**src/rtl/nanp_pkg.sv**
```systemverilog
package nanp_pkg;
  typedef enum logic [1:0] {
    PICK_SIG_FIRST = 2'd0,
    PICK_A_FIRST   = 2'd1,
    PICK_LARGER    = 2'd2,
    PICK_B_FIRST   = 2'd3
  } pick_rule_e;

  typedef struct packed {
    logic is_nan;
    logic is_quiet;
    logic is_sig;
  } nan_class_t;
endpackage

```
**src/rtl/nanp_classify.sv**
```systemverilog
module nanp_classify
  import nanp_pkg::*;
#(
  parameter int EXP_W   = 8,
  parameter int MAN_W   = 23,
  parameter bit NO_SNAN = 1'b0
) (
  input  logic [EXP_W+MAN_W:0] word_i,
  output nan_class_t           cls_o
);
  localparam int W = 1 + EXP_W + MAN_W;

  logic exp_ones, frac_nz, qbit, nan;

  always_comb begin
    exp_ones = &word_i[W-2:MAN_W];
    frac_nz  = |word_i[MAN_W-1:0];
    qbit     = word_i[MAN_W-1];
    nan      = exp_ones && frac_nz;
  end

  generate
    if (NO_SNAN) begin : g_all_quiet
      assign cls_o = '{is_nan: nan, is_quiet: nan, is_sig: 1'b0};
    end else begin : g_ieee
      assign cls_o = '{is_nan: nan, is_quiet: nan && qbit, is_sig: nan && !qbit};
    end
  endgenerate

  always_comb begin
    AST_CLASS_EXCLUSIVE: assert (!(cls_o.is_quiet && cls_o.is_sig));
  end
endmodule

```
**src/rtl/nanp_pick.sv**
```systemverilog
module nanp_pick
  import nanp_pkg::*;
#(
  parameter int W = 32
) (
  input  logic [W-1:0] a_i,
  input  logic [W-1:0] b_i,
  input  nan_class_t   ca_i,
  input  nan_class_t   cb_i,
  input  pick_rule_e   rule_i,
  output logic         sel_b_o
);
  logic a_larger;

  always_comb begin
    if (a_i[W-2:0] > b_i[W-2:0])      a_larger = 1'b1;
    else if (a_i[W-2:0] < b_i[W-2:0]) a_larger = 1'b0;
    else                              a_larger = (a_i < b_i);
  end

  always_comb begin
    unique case (rule_i)
      PICK_SIG_FIRST: begin
        if (ca_i.is_sig)        sel_b_o = 1'b0;
        else if (cb_i.is_sig)   sel_b_o = 1'b1;
        else if (ca_i.is_quiet) sel_b_o = 1'b0;
        else                    sel_b_o = 1'b1;
      end
      PICK_A_FIRST: sel_b_o = !ca_i.is_nan;
      PICK_LARGER: begin
        if (ca_i.is_sig) begin
          if (cb_i.is_sig) sel_b_o = !a_larger;
          else             sel_b_o = cb_i.is_quiet;
        end else if (ca_i.is_quiet) begin
          if (cb_i.is_quiet) sel_b_o = !a_larger;
          else               sel_b_o = 1'b0;
        end else begin
          sel_b_o = 1'b1;
        end
      end
      PICK_B_FIRST: sel_b_o = cb_i.is_nan;
      default:      sel_b_o = 1'b0;
    endcase
  end

  always_comb begin
    AST_PICK_A_FIRST: assert (!(rule_i == PICK_A_FIRST && ca_i.is_nan && sel_b_o));
    AST_PICK_B_FIRST: assert (!(rule_i == PICK_B_FIRST && cb_i.is_nan && !sel_b_o));
  end
endmodule

```
**src/rtl/nan_prop_sel.sv**
```systemverilog
module nan_prop_sel
  import nanp_pkg::*;
#(
  parameter int EXP_W   = 8,
  parameter int MAN_W   = 23,
  parameter bit NO_SNAN = 1'b0
) (
  input  logic                   clk_i,
  input  logic                   rst_i,
  input  logic [EXP_W+MAN_W:0]   a_i,
  input  logic [EXP_W+MAN_W:0]   b_i,
  input  logic [1:0]             rule_i,
  input  logic                   default_nan_mode_i,
  output logic [EXP_W+MAN_W:0]   result_o,
  output logic                   invalid_o,
  output logic                   nan_valid_o
);
  localparam int W = 1 + EXP_W + MAN_W;
  localparam logic [W-1:0] QBIT    = {{(W-MAN_W){1'b0}}, 1'b1, {(MAN_W-1){1'b0}}};
  localparam logic [W-1:0] DEF_NAN = {1'b1, {EXP_W{1'b1}}, 1'b1, {(MAN_W-1){1'b0}}};

  nan_class_t   ca, cb;
  logic         sel_b, pick_sig, any_nan, any_sig;
  logic [W-1:0] picked, quieted, res_d;

  nanp_classify #(.EXP_W(EXP_W), .MAN_W(MAN_W), .NO_SNAN(NO_SNAN)) u_cls_a (
    .word_i(a_i), .cls_o(ca)
  );
  nanp_classify #(.EXP_W(EXP_W), .MAN_W(MAN_W), .NO_SNAN(NO_SNAN)) u_cls_b (
    .word_i(b_i), .cls_o(cb)
  );
  nanp_pick #(.W(W)) u_pick (
    .a_i(a_i), .b_i(b_i), .ca_i(ca), .cb_i(cb),
    .rule_i(pick_rule_e'(rule_i)), .sel_b_o(sel_b)
  );

  always_comb begin
    picked   = sel_b ? b_i : a_i;
    pick_sig = sel_b ? cb.is_sig : ca.is_sig;
    quieted  = pick_sig ? (picked | QBIT) : picked;
    any_nan  = ca.is_nan || cb.is_nan;
    any_sig  = ca.is_sig || cb.is_sig;
    if (!any_nan)                res_d = '0;
    else if (default_nan_mode_i) res_d = DEF_NAN;
    else                         res_d = quieted;
  end

  always_ff @(posedge clk_i) begin
    if (rst_i) begin
      result_o    <= '0;
      invalid_o   <= 1'b0;
      nan_valid_o <= 1'b0;
    end else begin
      result_o    <= res_d;
      invalid_o   <= any_sig;
      nan_valid_o <= any_nan;
    end
  end

  AST_OUT_IS_QUIET: assert property (@(posedge clk_i) disable iff (rst_i)
    nan_valid_o |-> ((NO_SNAN != 0) || (&result_o[W-2:MAN_W-1])));
  AST_INVALID_NEEDS_NAN: assert property (@(posedge clk_i) disable iff (rst_i)
    invalid_o |-> nan_valid_o);
  AST_DEFAULT_PATTERN: assert property (@(posedge clk_i) disable iff (rst_i)
    (nan_valid_o && $past(default_nan_mode_i) && !$past(rst_i)) |-> (result_o == DEF_NAN));
  AST_NO_NAN_IDLE: assert property (@(posedge clk_i) disable iff (rst_i)
    ($past(!(&a_i[W-2:MAN_W])) && $past(!(&b_i[W-2:MAN_W])))
      |-> (!nan_valid_o && !invalid_o && result_o == '0));
  AST_NOSNAN_NO_INVALID: assert property (@(posedge clk_i) disable iff (rst_i)
    (NO_SNAN != 0) |-> !invalid_o);
endmodule

```
**config.mk**
```make
export PLATFORM = sky130hd
export DESIGN_NAME = nan_prop_sel
export DESIGN_NICKNAME = d
export VERILOG_FILES = /design/src/rtl/nanp_pkg.sv /design/src/rtl/nanp_classify.sv /design/src/rtl/nanp_pick.sv /design/src/rtl/nan_prop_sel.sv
export SDC_FILE = /design/constraint.sdc
export NUM_CORES = 1
export LEC_CHECK = 0
export ABC_AREA = 1
export CAP_MARGIN = 25
export CORE_MARGIN = 3
export CORE_UTILIZATION = 40
export CTS_CLUSTER_DIAMETER = 120
export DETAILED_ROUTE_END_ITERATION = 6
export GPL_ROUTABILITY_DRIVEN = 1
export PLACE_DENSITY = 0.82
export SLEW_MARGIN = 40
export SYNTH_ARGS = -nofsm -noshare
export SYNTH_HDL_FRONTEND = slang
export SYNTH_HIERARCHICAL = 1
export SYNTH_SLANG_ARGS = --single-unit
```
**constraint.sdc**
```tcl
create_clock -name clk_i -period 5.9 [get_ports clk_i]
set_input_delay 1.475 -clock clk_i [delete_from_list [all_inputs] [get_ports clk_i]]
set_output_delay 1.475 -clock clk_i [all_outputs]
set_load 0.02 [all_outputs]
```
==> results.sh, run 1 <==
export IMPL_clk_pin_slew_ns=0.07
export IMPL_cp_max_fo=32
export IMPL_ys_seq_elements=34
export IMPL_track_usage_pct=20.62
export IMPL_place_congestion=0.8648
export IMPL_end_kind="flip-flop"
export IMPL_grt_pass1_wl_mm=14.22
export IMPL_finalHoldViolCount=0
export IMPL_fp_coreArea_mm2=0.006982
export IMPL_dieArea_mm2=0.008436
export IMPL_fin_total_pwr_mw=0.6487
export IMPL_clock_sinks=34
export IMPL_hpwl_mm=7.265
export IMPL_power_leakage_nw=1.995
export IMPL_synth_edf_count=0
export IMPL_final_setup_worst_slack_ns=1.861
export IMPL_h_tree_depth=2
export IMPL_start_util_pct=42.22
export IMPL_die_h_um=91.85
export IMPL_synth_ff_type="dfxtp_1"
export IMPL_slew_violations=0
export IMPL_cts_tree="yes"
export IMPL_p_per_area_mw_per_mm2=158.3
export IMPL_nFillCells=672
export IMPL_cp_required_ns=6.13
export IMPL_setup_viol=0
export IMPL_drtPass1Iterations=5
export IMPL_tns_ns=0
export IMPL_path_cells="clkdlybuf4s50_1, inv_1, ha_1, nand2_1, nor2_2, nand2_1, a21oi_1, nor2_1, nand2_1, nand2_1, nand2_2, nand2_1, nand3_1, nand2_1, nand3_1, nand4_1, inv_4, nand2_1, nand3_1, nand2_1, inv_1"
export IMPL_yosysWarnings=6
export IMPL_cp_common_cell="nand2_1"
export IMPL_cts_hold_buf=0
export IMPL_slew_headroom_pct=56.34
export IMPL_pre_cts_ws_ns=1.062
export IMPL_nets=672
export IMPL_first_iter_violations=176
export IMPL_peakVddDrop_v=0.00008193
export IMPL_wl_per_cell_um=13.23
export IMPL_portBuffers=102
export IMPL_rsz0062_at_grt="false"
export IMPL_ys_async_sr_fraction_pct=0
export IMPL_cpMaxStageDelayCell="clkdlybuf4s50_1"
export IMPL_drive_above_1_share_pct=7.517
export IMPL_diodes=0
export IMPL_grt_antenna_before_repair=0
export IMPL_drc=0
export IMPL_cts_root_buf="clkbuf_8"
export IMPL_io_pins=103
export IMPL_mostFrequentLayoutCells="161 x nand2_1, 102 x clkdlybuf4s50_1, 76 x inv_1"
export IMPL_utilization_pct=58.71
export IMPL_max_freq_mhz=247.6
export IMPL_clockBufferDepth=2
export IMPL_ys_seq_area_share_pct=23.09
export IMPL_slowest_delay_ns=0.52
export IMPL_timing_worst_slew_pin_value_ns=0.6526
export IMPL_routed_wl_mm=8.835
export IMPL_syn_inst=473
export IMPL_ctsResizeCount=0
export IMPL_critPathArrivalTime_ns=4.27
export IMPL_hold_path_class="in2reg"
export IMPL_netlist_area_mm2=0.002948
export IMPL_viasPerCell=4.901
export IMPL_ant_nets=0
export IMPL_fin_crit_ns=4.039
export IMPL_syn_to_final_growth_pct=39.05
export IMPL_vias=3274
export IMPL_grt_max_degree=33
export IMPL_grt_ovfl_total=0
export IMPL_grt_pass1_vias=3117
export IMPL_yosysUniqueCellTypes=26
export IMPL_dieWidth_um=91.85
export IMPL_rows=30
export IMPL_cts_buffers=5
export IMPL_crit_type="in2reg"
export IMPL_cts_setup_buffers=0
export IMPL_cap_viol_max_count=0
export IMPL_start_kind="primary input"
export IMPL_finalCritPeriodShare_pct=68.46
export IMPL_layout_commonest_cell="nand2_1"
export IMPL_outcome="complete, no violations"
export IMPL_syn_avg_cell_area_um2=6.232
export IMPL_synth_nets=574
==> report_power, final <==
group          switching [mW]  total (mW)  internal [mW]
logic                   0.113       0.205         0.0923
clock network          0.0873       0.214          0.126
registers            0.000126       0.230          0.230
==> sequential cells by signal, indices dropped and copies added, names as in the netlist <==
signal,cells
nan_valid_o,1
invalid_o,1
result_o,32
==> critical path, delay by kind of cell <==
| kind | cells | cell delay [ns] |
|---|---|---|
| adders and majority gates | 1 | 0.30 |
| and+or+nand+nor | 15 | 1.35 |
| buffers and inverters | 4 | 1.02 |
| AOI/OAI and AO/OA | 1 | 0.13 |
==> cell families after synthesis <==
kind of cell | synth area share (%)
AO/OA/AOI/OAI | 13.03
adder cells (fa/ha/maj) | 13.58
buffers and inverters | 13.67
flip-flops | 23.09
AND/OR/NAND/NOR | 36.63
==> layout make-up <==
class	instances	area [um^2]	area share (%)
Multi-Input combinational cell	349	1864	45.48
Clock inverter	1	30.03	0.7326
Inverter	77	291.5	7.112
Timing Repair Buffer	104	1036	25.27
Clock buffer	7	76.32	1.862
Sequential cell	34	680.7	16.61
Tap cell	96	120.1	2.930
==> synth_stat cells, types with 2 or more instances <==
cell type  count  area share (%)
nand2_1      161              21
inv_1         76             9.7
nor2_1        53             6.7
dfxtp_1       34              23
ha_1          32              14
a21oi_1       27             4.6
a21oi_2       21             6.2
nand3_1       21             3.6
nand4_1        7             1.5
buf_4          6             1.5
buf_6          5             1.9
nand2_2        4            0.85
nor2_2         4            0.85
o21ai_0        4            0.68
a21o_1         2            0.51
and3_1         2            0.42
buf_2          2            0.34
nand3_2        2            0.68
nor3_2         2            0.68
o21a_1         2            0.51
==> stage by stage <==
stage / hold slack, ns / cell area (um^2) / std cells
after floorplan: 1.547 / 2948 / 473
after global placement: 2.076 / 3985 / 659
after detailed placement: 2.077 / 3985 / 659
after CTS: 1.779 / 4091 / 667
after global routing: 1.812 / 4099 / 668
final: 1.768 / 4099 / 668
==> worst paths after layout <==
path	startpoint	slack [ns]	to	cells after the start
worst max-delay path	b_i[14]	1.86	result_o[31]	21
worst min-delay path	rst_i	1.77	invalid_o	2
==> per-layer routing <==
| metal | vias to the layer above | part of all wire (%) | GRT usage, % |
|---|---|---|---|
| met5 | - | 0 | 0 |
| met4 | 0 | 2.2 | 6.807 |
| met3 | 17 | 5.9 | 3.774 |
| met2 | 117 | 48 | 35.46 |
| met1 | 1465 | 44 | 25.86 |
| li1 | 1675 | - | - |
Power figures use the tool's default switching activity.
==> run 2: changes to the inputs <==
clock period = 4.2 ns   (was 5.9 ns; I/O delays follow)
==> run 2 against run 1 <==
  * Sequential share of layout area is essentially flat
  * Final cell count grew 0.15%
  * Worst setup slack lost 1.1 ns
  * Flip-flop and latch count is the same
  * Routed wire length shrank 3.4%
  * Critical path depth is the same
  * Critical endpoint is now result_o[27]
==> results.sh, run 2 (synthesis results as in run 1) <==
export IMPL_power_leakage_nw=1.996
export IMPL_fin_crit_ns=3.396
export IMPL_hpwl_mm=7.077
export IMPL_timing_worst_slew_pin_value_ns=0.6773
export IMPL_reg_largest_list="result_o (32), invalid_o (1), nan_valid_o (1)"
export IMPL_grt_max_degree=33
export IMPL_fin_total_pwr_mw=0.8583
export IMPL_rows=30
export IMPL_hold_end="invalid_o"
export IMPL_track_usage_pct=20.26
export IMPL_ant_nets=0
export IMPL_start_kind="primary input"
export IMPL_die_h_um=91.85
export IMPL_wl_per_cell_um=12.76
export IMPL_fp_coreArea_mm2=0.006982
export IMPL_critPathArrivalTime_ns=3.62
export IMPL_end_kind="flip-flop"
export IMPL_drc=0
export IMPL_finalHoldViolCount=0
export IMPL_drtPass1Iterations=5
export IMPL_start_util_pct=42.22
export IMPL_cts_root_buf="clkbuf_8"
export IMPL_hold_path_startpoint="rst_i"
export IMPL_cts_hold_buf=0
export IMPL_h_tree_depth=2
export IMPL_grt_pass1_vias=3086
export IMPL_syn_to_final_growth_pct=38.79
export IMPL_dieArea_mm2=0.008436
export IMPL_cts_setup_buffers=0
export IMPL_ctsResizeCount=0
export IMPL_cts_tree="yes"
export IMPL_clock_sinks=34
export IMPL_cp_required_ns=4.43
export IMPL_rsz0062_at_grt="false"
export IMPL_layout_commonest_cell="nand2_1"
export IMPL_finalCritPeriodShare_pct=80.86
export IMPL_placed_cells=661
export IMPL_first_iter_violations=214
export IMPL_p_per_area_mw_per_mm2=209.8
export IMPL_drive_above_1_share_pct=7.853
export IMPL_grt_pass1_wl_mm=14.19
export IMPL_slew_violations=0
export IMPL_routed_wl_mm=8.536
export IMPL_largest_register_ffs=32
export IMPL_whs_path_depth=2
export IMPL_outcome="complete, no violations"
export IMPL_crit_type="in2reg"
export IMPL_max_freq_mhz=294.4
export IMPL_final_setup_worst_slack_ns=0.8038
export IMPL_slew_headroom_pct=54.68
export IMPL_nets=673
export IMPL_peakVddDrop_v=0.0001143
export IMPL_cp_max_fo=32
export IMPL_vias=3245
export IMPL_top_register="result_o"
export IMPL_setup_viol=0
export IMPL_dieWidth_um=91.85
export IMPL_diodes=0
export IMPL_viasPerCell=4.851
export IMPL_mostFrequentLayoutCells="161 x nand2_1, 102 x clkdlybuf4s50_1, 76 x inv_1"
export IMPL_grt_antenna_before_repair=0
export IMPL_portBuffers=102
export IMPL_cts_buffers=5
export IMPL_utilization_pct=58.60
export IMPL_place_congestion=0.8659
export IMPL_cap_viol_max_count=0
export IMPL_grt_ovfl_total=0
export IMPL_tns_ns=0
export IMPL_clk_pin_slew_ns=0.07
export IMPL_layoutNonFillerInstCount=669
export IMPL_nFillCells=649
export IMPL_hold_path_class="in2reg"
export IMPL_clockBufferDepth=2
export IMPL_pre_cts_ws_ns=0.5317
export IMPL_io_pins=103
run 2: changes by cell type in the layout (fill, tap and decap cells not counted), sizes merged:
cell,before,now
buf,2,3
bufinv,1,0
clkinv,0,1
run 2: worst max path at each step:
stage          slack (ns)  startpoint  cells past startpoint      endpoint
6_report             0.80     b_i[14]                     21  result_o[27]
5_1_grt              0.53     b_i[14]                     21  result_o[29]
4_1_cts              0.82     b_i[22]                     19  result_o[27]
3_5_place_dp         0.53     b_i[22]                     18  result_o[22]
3_3_place_gp         0.59     b_i[22]                     18  result_o[22]
2_1_floorplan        1.40     b_i[27]                     19  result_o[24]
run 2: power by group:
group / total, mW / leakage, nW / internal (mW) / switching [mW]
Combinational: 0.285 / 1.67 / 0.130 / 0.155
Clock: 0.251 / 0.0482 / 0.132 / 0.118
Sequential: 0.323 / 0.274 / 0.323 / 0.000157
Total: 0.858 / 2.00 / 0.585 / 0.274
run 2: layer usage:
| layer | part of all wire, % | vias to the layer above | wire [um] | global-route usage (%) |
|---|---|---|---|---|
| met5 | 0 | - | 0 | 0 |
| met4 | 1.4 | 0 | 116 | 5.198 |
| met3 | 5.1 | 12 | 434 | 2.953 |
| met2 | 49 | 104 | 4218 | 34.91 |
| met1 | 44 | 1458 | 3765 | 26.41 |
| li1 | - | 1671 | - | - |
run 2: per-stage QoR:
stage / hold slack [ns] / instance area [um^2]
6_report: 1.340 / 4091
5_1_grt: 1.364 / 4091
4_1_cts: 1.343 / 4091
3_5_place_dp: 1.633 / 4000
3_3_place_gp: 1.627 / 4000
2_1_floorplan: 1.122 / 2948
run 2: worst max-delay path: stages:
cell and delay, ns:
clkdlybuf4s50_1 0.51, inv_1 0.06, ha_1 0.31, nand2_1 0.09, nor2_2 0.10, nand2_1 0.08, a21oi_1 0.13, nor2_1 0.06
nand2_1 0.06, nand2_1 0.05, nand2_2 0.07, nand2_1 0.06, nand3_1 0.08, nand2_1 0.05, nand3_1 0.07, nand4_1 0.17
inv_4 0.32, nand2_1 0.11, nand3_1 0.08, nand2_1 0.06, inv_1 0.05
run 2: final cells by class:
type / count / area [um^2] / area share, %
Inverter: 77 / 291.5 / 7.125
Multi-Input combinational cell: 349 / 1864 / 45.57
Tap cell: 96 / 120.1 / 2.936
Clock inverter: 1 / 5.005 / 0.1223
Clock buffer: 7 / 86.33 / 2.110
Timing Repair Buffer: 105 / 1044 / 25.50
Sequential cell: 34 / 680.7 / 16.64
